--- config.mk ---
export PLATFORM = sky130hd
export DESIGN_NAME = dline_flush_unit
export DESIGN_NICKNAME = d
export VERILOG_FILES = /design/src/rtl/dflush_pkg.sv /design/src/rtl/dflush_decode_ea.sv /design/src/rtl/dflush_fault_chk.sv /design/src/rtl/dflush_tag_match.sv /design/src/rtl/dflush_seq.sv /design/src/rtl/dline_flush_unit.sv
export SDC_FILE = /design/constraint.sdc
export NUM_CORES = 1
export LEC_CHECK = 0
export BUFFER_PORTS_ARGS = -buffer_cell sky130_fd_sc_hd__buf_2
export CAP_MARGIN = 5
export CORE_AREA = 2 2 108 110
export DETAILED_ROUTE_END_ITERATION = 16
export DIE_AREA = 0 0 110 112
export GPL_TIMING_DRIVEN = 1
export PLACE_DENSITY = 0.76
export REMOVE_ABC_BUFFERS = 1
export SYNTH_ARGS = -nofsm -noshare
export SYNTH_HDL_FRONTEND = slang
export SYNTH_SLANG_ARGS = --single-unit
export TNS_END_PERCENT = 30
--- constraint.sdc ---
create_clock -name clk -period 10.56 [get_ports clk]
set_input_delay 0.528 -clock clk [delete_from_list [all_inputs] [get_ports clk]]
set_output_delay 0.528 -clock clk [all_outputs]
set_load 0.005 [all_outputs]
--- src/rtl/dflush_pkg.sv ---
package dflush_pkg;

   localparam logic [5:0] FLUSH_PRIMARY_OP = 6'd31;
   localparam logic [9:0] FLUSH_EXT_OP     = 10'd86;

   typedef enum logic [1:0] {
      FS_IDLE  = 2'd0,
      FS_LOOK  = 2'd1,
      FS_WBACK = 2'd2,
      FS_INVAL = 2'd3
   } flush_state_e;

   typedef enum logic [1:0] {
      ACC_NONE  = 2'b00,
      ACC_LOAD  = 2'b01,
      ACC_STORE = 2'b10
   } acc_kind_e;

   typedef struct packed {
      logic user;
      logic reloc;
      logic zone_na;
      logic xlat_ok;
   } xlat_flags_t;

endpackage

--- src/rtl/dflush_decode_ea.sv ---
module dflush_decode_ea
   import dflush_pkg::*;
#(
   parameter int ADDR_W = 32
) (
   input  logic [5:0]        op_field,
   input  logic [9:0]        xo_field,
   input  logic [4:0]        ra_field,
   input  logic [ADDR_W-1:0] ra_val,
   input  logic [ADDR_W-1:0] rb_val,
   output logic              is_flush,
   output logic [ADDR_W-1:0] ea
);

   logic              ra_is_zero;
   logic [ADDR_W-1:0] base;

   assign is_flush   = (op_field == FLUSH_PRIMARY_OP) && (xo_field == FLUSH_EXT_OP);
   assign ra_is_zero = (ra_field == 5'd0);
   assign base       = ra_is_zero ? '0 : ra_val;
   assign ea         = base + rb_val;

endmodule

--- src/rtl/dflush_fault_chk.sv ---
module dflush_fault_chk
   import dflush_pkg::*;
#(
   parameter bit TLB_FIRST = 1'b1
) (
   input  xlat_flags_t fl,
   output logic        f_tlb,
   output logic        f_dstor
);

   logic tlb_raw;
   logic dst_raw;

   assign tlb_raw = fl.reloc & ~fl.xlat_ok;
   assign dst_raw = fl.user & fl.reloc & fl.zone_na;

   generate
      if (TLB_FIRST) begin : g_tlb_first
         assign f_tlb   = tlb_raw;
         assign f_dstor = dst_raw & ~tlb_raw;
      end else begin : g_zone_first
         assign f_dstor = dst_raw;
         assign f_tlb   = tlb_raw & ~dst_raw;
      end
   endgenerate

endmodule

--- src/rtl/dflush_tag_match.sv ---
module dflush_tag_match #(
   parameter int TAG_W = 21
) (
   input  logic [TAG_W-1:0] req_tag,
   input  logic [TAG_W-1:0] line_tag,
   input  logic             line_valid,
   input  logic             line_dirty,
   output logic             hit,
   output logic             hit_dirty
);

   assign hit       = line_valid && (line_tag == req_tag);
   assign hit_dirty = hit && line_dirty;

endmodule

--- src/rtl/dflush_seq.sv ---
module dflush_seq
   import dflush_pkg::*;
#(
   parameter int ADDR_W = 32,
   parameter int WPL    = 8,
   localparam int BEAT_W = (WPL > 1) ? $clog2(WPL) : 1
) (
   input  logic              clk,
   input  logic              rst_n,
   input  logic              start,
   input  logic [ADDR_W-1:0] ea_in,
   input  xlat_flags_t       flags_in,
   input  logic              look_hit,
   input  logic              look_dirty,
   input  logic              look_fault,
   input  logic              wr_ready,
   output flush_state_e      state,
   output logic [BEAT_W-1:0] beat,
   output logic              last_beat,
   output logic [ADDR_W-1:0] ea_q,
   output xlat_flags_t       flags_q
);

   localparam logic [BEAT_W-1:0] LAST_BEAT = BEAT_W'(WPL - 1);

   always_ff @(posedge clk) begin
      if (!rst_n) begin
         state   <= FS_IDLE;
         ea_q    <= '0;
         flags_q <= '0;
      end else begin
         case (state)
            FS_IDLE: begin
               if (start) begin
                  state   <= FS_LOOK;
                  ea_q    <= ea_in;
                  flags_q <= flags_in;
               end
            end
            FS_LOOK: begin
               if (look_fault || !look_hit) state <= FS_IDLE;
               else if (look_dirty)         state <= FS_WBACK;
               else                         state <= FS_INVAL;
            end
            FS_WBACK: begin
               if (wr_ready && last_beat) state <= FS_INVAL;
            end
            default: state <= FS_IDLE;
         endcase
      end
   end

   generate
      if (WPL > 1) begin : g_beat_cnt
         always_ff @(posedge clk) begin
            if (!rst_n)                          beat <= '0;
            else if (state == FS_LOOK)           beat <= '0;
            else if (state == FS_WBACK && wr_ready) beat <= beat + 1'b1;
         end
         assign last_beat = (beat == LAST_BEAT);
      end else begin : g_single_word
         assign beat      = '0;
         assign last_beat = 1'b1;
      end
   endgenerate

   assert_stall_hold_R3: assert property (@(posedge clk) disable iff (!rst_n)
      (state == FS_WBACK && !wr_ready) |=> (state == FS_WBACK && $stable(beat)))
      else $error("beat advanced without ready");

   assert_start_idle_R10: assert property (@(posedge clk) disable iff (!rst_n)
      (state != FS_IDLE) |=> (state == FS_IDLE || $stable(ea_q)))
      else $error("latched address changed while busy");

endmodule

--- src/rtl/dline_flush_unit.sv ---
module dline_flush_unit
   import dflush_pkg::*;
#(
   parameter int ADDR_W     = 32,
   parameter int DATA_W     = 32,
   parameter int LINES      = 64,
   parameter int LINE_BYTES = 32,
   parameter bit TLB_FIRST  = 1'b1,
   localparam int IDX_W  = $clog2(LINES),
   localparam int OFF_W  = $clog2(LINE_BYTES),
   localparam int TAG_W  = ADDR_W - IDX_W - OFF_W,
   localparam int WPL    = LINE_BYTES / (DATA_W / 8),
   localparam int BEAT_W = (WPL > 1) ? $clog2(WPL) : 1
) (
   input  logic              clk,
   input  logic              rst_n,
   input  logic              req_valid,
   input  logic [31:0]       req_instr,
   input  logic [ADDR_W-1:0] ra_val,
   input  logic [ADDR_W-1:0] rb_val,
   input  logic              mode_user,
   input  logic              reloc_en,
   input  logic              zone_no_access,
   input  logic              tlb_hit,
   input  logic              attr_inhibit,
   output logic              busy,
   output logic              done,
   output logic              fault_dtlb,
   output logic              fault_dstor,
   output logic              dbg_valid,
   output logic [ADDR_W-1:0] dbg_ea,
   output logic [1:0]        dbg_kind,
   output logic [IDX_W-1:0]  arr_idx,
   output logic [BEAT_W-1:0] arr_word,
   input  logic [TAG_W-1:0]  arr_tag_q,
   input  logic              arr_valid_q,
   input  logic              arr_dirty_q,
   input  logic [DATA_W-1:0] arr_rdata,
   output logic              arr_inv,
   output logic              mw_valid,
   input  logic              mw_ready,
   output logic [ADDR_W-1:0] mw_addr,
   output logic [DATA_W-1:0] mw_data,
   output logic              mw_last
);

   localparam int WB_W = $clog2(DATA_W / 8);

   initial begin
      assert (DATA_W % 8 == 0 && (DATA_W / 8) == (1 << WB_W))
         else $error("word width must be a power-of-two byte count");
      assert (LINE_BYTES == (1 << OFF_W) && LINE_BYTES >= DATA_W / 8)
         else $error("line size must be a power of two of at least one word");
      assert (LINES == (1 << IDX_W) && TAG_W > 0)
         else $error("line count must be a power of two leaving tag bits");
   end

   logic              is_flush;
   logic [ADDR_W-1:0] ea_new;
   logic              start;
   xlat_flags_t       flags_in;
   flush_state_e      state;
   logic [BEAT_W-1:0] beat;
   logic              last_beat;
   logic [ADDR_W-1:0] ea_q;
   xlat_flags_t       flags_q;
   logic              f_tlb, f_dstor, f_any;
   logic              hit, hit_dirty;
   logic              in_look;
   logic [ADDR_W-1:0] line_base;
   logic              rsvd_nz;

   dflush_decode_ea #(.ADDR_W(ADDR_W)) u_decode (
      .op_field (req_instr[31:26]),
      .xo_field (req_instr[10:1]),
      .ra_field (req_instr[20:16]),
      .ra_val   (ra_val),
      .rb_val   (rb_val),
      .is_flush (is_flush),
      .ea       (ea_new)
   );

   assign busy     = (state != FS_IDLE);
   assign start    = req_valid && is_flush && !busy;
   assign flags_in = '{user: mode_user, reloc: reloc_en, zone_na: zone_no_access, xlat_ok: tlb_hit};
   assign rsvd_nz  = |{req_instr[25:21], req_instr[0]};

   dflush_seq #(.ADDR_W(ADDR_W), .WPL(WPL)) u_seq (
      .clk        (clk),
      .rst_n      (rst_n),
      .start      (start),
      .ea_in      (ea_new),
      .flags_in   (flags_in),
      .look_hit   (hit),
      .look_dirty (hit_dirty),
      .look_fault (f_any),
      .wr_ready   (mw_ready),
      .state      (state),
      .beat       (beat),
      .last_beat  (last_beat),
      .ea_q       (ea_q),
      .flags_q    (flags_q)
   );

   dflush_fault_chk #(.TLB_FIRST(TLB_FIRST)) u_fault (
      .fl      (flags_q),
      .f_tlb   (f_tlb),
      .f_dstor (f_dstor)
   );
   assign f_any = f_tlb | f_dstor;

   assign arr_idx  = ea_q[OFF_W +: IDX_W];
   assign arr_word = beat;

   dflush_tag_match #(.TAG_W(TAG_W)) u_tag (
      .req_tag    (ea_q[ADDR_W-1 -: TAG_W]),
      .line_tag   (arr_tag_q),
      .line_valid (arr_valid_q),
      .line_dirty (arr_dirty_q),
      .hit        (hit),
      .hit_dirty  (hit_dirty)
   );

   assign in_look     = (state == FS_LOOK);
   assign done        = (in_look && (f_any || !hit)) || (state == FS_INVAL);
   assign fault_dtlb  = in_look && f_tlb;
   assign fault_dstor = in_look && f_dstor;
   assign dbg_valid   = in_look;
   assign dbg_ea      = ea_q;
   assign dbg_kind    = in_look ? ACC_STORE : ACC_NONE;

   assign line_base = {ea_q[ADDR_W-1:OFF_W], {OFF_W{1'b0}}};
   assign mw_valid  = (state == FS_WBACK);
   assign mw_addr   = line_base + (ADDR_W'(beat) << WB_W);
   assign mw_data   = arr_rdata;
   assign mw_last   = mw_valid && last_beat;
   assign arr_inv   = (state == FS_INVAL);

   assert_rsvd_ignored_R2: assert property (@(posedge clk) disable iff (!rst_n)
      (req_valid && is_flush && !busy && rsvd_nz) |=> busy)
      else $error("reserved bits blocked acceptance");

   assert_inv_after_wb_R3: assert property (@(posedge clk) disable iff (!rst_n)
      (mw_valid && mw_ready && mw_last) |=> (arr_inv && done))
      else $error("no invalidate after last beat");

   assert_wb_stall_R3: assert property (@(posedge clk) disable iff (!rst_n)
      (mw_valid && !mw_ready) |=> (mw_valid && $stable(mw_addr)))
      else $error("write beat dropped under stall");

   assert_inhibit_ignored_R5: assert property (@(posedge clk) disable iff (!rst_n)
      (in_look && hit_dirty && !f_any && attr_inhibit) |=> mw_valid)
      else $error("inhibited attribute suppressed write-back");

   assert_miss_quiet_R6: assert property (@(posedge clk) disable iff (!rst_n)
      (dbg_valid && done && !fault_dtlb && !fault_dstor) |=> (!busy && !mw_valid && !arr_inv))
      else $error("miss produced activity");

   assert_fault_no_flush_R7: assert property (@(posedge clk) disable iff (!rst_n)
      (fault_dtlb || fault_dstor) |=> (!busy && !mw_valid && !arr_inv))
      else $error("flush proceeded after fault");

   assert_fault_excl_R8: assert property (@(posedge clk) disable iff (!rst_n)
      $onehot0({fault_dtlb, fault_dstor}))
      else $error("both faults raised");

   assert_dbg_follows_accept_R9: assert property (@(posedge clk) disable iff (!rst_n)
      $rose(busy) |-> dbg_valid)
      else $error("no debug report after acceptance");

   assert_busy_hold_R10: assert property (@(posedge clk) disable iff (!rst_n)
      (busy && !done) |=> busy)
      else $error("busy dropped before done");

   assert_done_pulse_R11: assert property (@(posedge clk) disable iff (!rst_n)
      done |=> !done)
      else $error("done longer than one cycle");

endmodule

==> qor.yml <==
power_and_ir_drop:
  vdd_ir_drop_max_mv: 0.0804
  p_per_area_nw_per_um2: 96.4
  internal_power_uw: 336
  p_comb_share_pct: 31.7
  power_frac_clock_pct: 36.0
  p_switching_uw: 143
  swShare_pct: 29.8
  share_seq_of_total_power_pct: 32.3
  leakage_uw: 0.00248
yosys:
  syn_avg_cell_area_sq_um: 7.47
  synth_seq_cells: 41
  synth_seq_area_share_pct: 19.2
  ys_types: 57
  synth.area.top_cells: "dfxtp_1 19%, buf_4 13%, ha_1 9.7%"
  synthCells: 572
  yosys.area.top_type: "dfxtp_1"
  netlist_area_sq_um: 4270
  ys.flop_type: "dfxtp_1"
  async_flop_share_pct: 0
  yosysWarnings: 0
  synth_edf_count: 0
  synth_top_area_share_pct: 19.2
detailed_routing:
  vias: 4217
  ant_nets: 0
  wl_per_cell_microns: 15.7
  drtIter0Drc: 262
  viasPerCell: 5.13
  drc: 0
  drtPass1Iterations: 6
  wl_met1_microns: 5990
  wl_met3_microns: 1210
  wl_microns: 12900
  wl_met2_microns: 5590
  top_layer: "met5"
critical_path:
  required_ns: 10.73
  crit_path_end_kind: "flip-flop"
  cp_max_fo: 31
  startpoint_type: "input port"
  path_class: "in -> reg"
  critPathArrivalTime_ns: 4.17
timing:
  worst_pin_slew_ns: 1.18
  hold_viol: 0
  finClkSkew_ns: 0.00667
  maxSlewViolCount: 0
  fin_crit_ns: 4.00
  finalSetupTns_ns: 0
  setup_violations: 0
  max_freq_mhz: 250
  rsz0062_at_grt: "no"
  finalCritPeriodShare_pct: 37.9
  slew_headroom_pct: 21.5
status:
  status: "finished, final reports clean"
clock_tree:
  htreeDepth: 2
  clkLatencyLatePin_ns: 0.28
  cts_root_buffer: "clkbuf_16"
  cts.clk_slew.worst_paths_ns: 0.06
  cts_made_buffers: 5
  post_cts_resized: 0
  cts_tree: "yes"
  cts_buffer_depth: 2
  hold_buffers: 0
  cts_num_sinks: 41
  post-cts-setup-buffers: 0
floorplanning:
  dieArea_sq_um: 12300
  io_pins: 275
  fp.dieH_microns: 112
  die_w_microns: 110
  core_region_area_sq_um: 11200
  initial_core_util_pct: 38.2
  rows: 39
grt:
  grt_pass1_vias: 3806
  grt_pass1_wl_microns: 19700
  grt_start_max_net_pins: 33
  grt_usage_pct: 20.6
  antenna_found_initial: 0
  grt_overflow: 0
finish:
  drive_gt1_share_pct: 32.1
  final_area_sq_um: 4970
  final_nets: 872
  insertedDiodeCount: 0
  syn_to_final_growth_pct: 16.2
placement:
  placed_area_sq_um: 4800
  dpl.hpwl_microns: 10700
  place_congestion: 0.898
  io_buffers: 195
min_path:
  hp-class: "reg -> reg"
flow_run:
  cap_violations: 0
[state kept, by name, indices dropped and copies added (netlist names)]
| register | count |
|---|---|
| u_seq.state | 2 |
| u_seq.beat | 3 |
| u_seq.ea_q | 32 |
| u_seq.flags_q | 4 |
[cell usage after synthesis, types with 4 or more instances]
library cell	count
o21bai_1	4
buf_4	72
clkbuf_1	20
nor2_1	37
a31oi_1	12
nand2_1	67
a21o_1	18
o211ai_1	4
dfxtp_1	41
xnor2_1	20
ha_1	33
o21ai_0	26
nor4_1	5
nand4_1	9
xor2_1	29
nor2b_1	32
a211oi_1	5
o21ai_1	5
inv_1	6
a21oi_1	49
buf_2	6
nand3_1	16
mux2i_1	4
[critical path, cell delays in order]
cell and delay (ns):
buf_2 0.09, or4_1 0.55, nor2_2 0.10, buf_4 0.30
nor2b_1 0.10, ha_1 0.24, fa_1 0.42, a21o_1 0.24
a311o_2 0.43, a211oi_2 0.31, nor2_1 0.09, a31o_2 0.29
a41oi_2 0.25, or4_2 0.15, nand3_1 0.06
[cell type report]
| type | count | area [sq um] |
|---|---|---|
| multi-input cells | 428 | 2790 |
| fillers | 1187 | 6210 |
| inverters | 6 | 22.5 |
| flip-flops and latches | 41 | 821 |
| well taps | 143 | 179 |
| clock inverters | 2 | 38.8 |
| repair buffers | 196 | 983 |
| clock buffers | 6 | 129 |
[stage by stage]
stage	setup WS (ns)	util, %	power [uW]	hold WS [ns]	instances
finish	6.56	44.5	479	0.454	822
global route	6.33	44.5	507	0.471	822
floorplan	6.07	-	262	0.443	475
CTS	6.58	44.5	482	0.456	822
detailed placement	6.29	43.0	309	0.449	814
global placement	6.37	43.0	308	0.440	814
[cell usage in the layout (no fill, tap or decap), types with 5 or more instances in the layout]
cell	n
nand3_1	16
nand2_1	67
buf_2	195
o21ai_1	5
xnor2_1	20
nand4_1	9
ha_1	33
inv_1	6
nor4_1	5
nor2_1	35
a31oi_1	12
a21o_1	18
nor2b_1	32
o21ai_0	26
xor2_1	29
a211oi_1	5
clkbuf_16	5
dfxtp_1	41
a21oi_1	49
[metal layers]
metal	GRT usage (%)	up-vias
met5	4.20	-
met1	28.1	1887
met3	7.26	9
met4	3.80	2
li1	-	2143
met2	31.0	176
[path summary, 6_finish.rpt]
path	cells past startpoint	startpoint	endpoint	slack (ns)
max	15	req_instr[18]	u_seq.ea_q[28]	6.56
max reg2reg	4	u_seq.state[0]	u_seq.ea_q[19]	8.33
min reg2reg	2	u_seq.ea_q[1]	u_seq.ea_q[1]	0.45
min	2	u_seq.ea_q[1]	u_seq.ea_q[1]	0.45
[cells by family (layout without fill, tap and decap cells)]
family,after synthesis,after routing,share of synthesized area [%]
fa+ha+maj,34,34,10.1
xor+xnor,49,49,10.0
compound gates,147,147,22.0
other cells,1,3,0.0877
buf+inv,105,210,15.7
flops,41,41,19.2
simple gates,191,191,21.9
mux,4,4,0.937
[power by group through the flow]
stage	combinational (uW)	clock, uW	sequential (uW)
global route	170	183	155
global placement	150	0	158
CTS	151	176	155
finish	152	173	155
detailed placement	150	0	158
floorplan	104	0	158
Power figures use the tool's default switching activity.
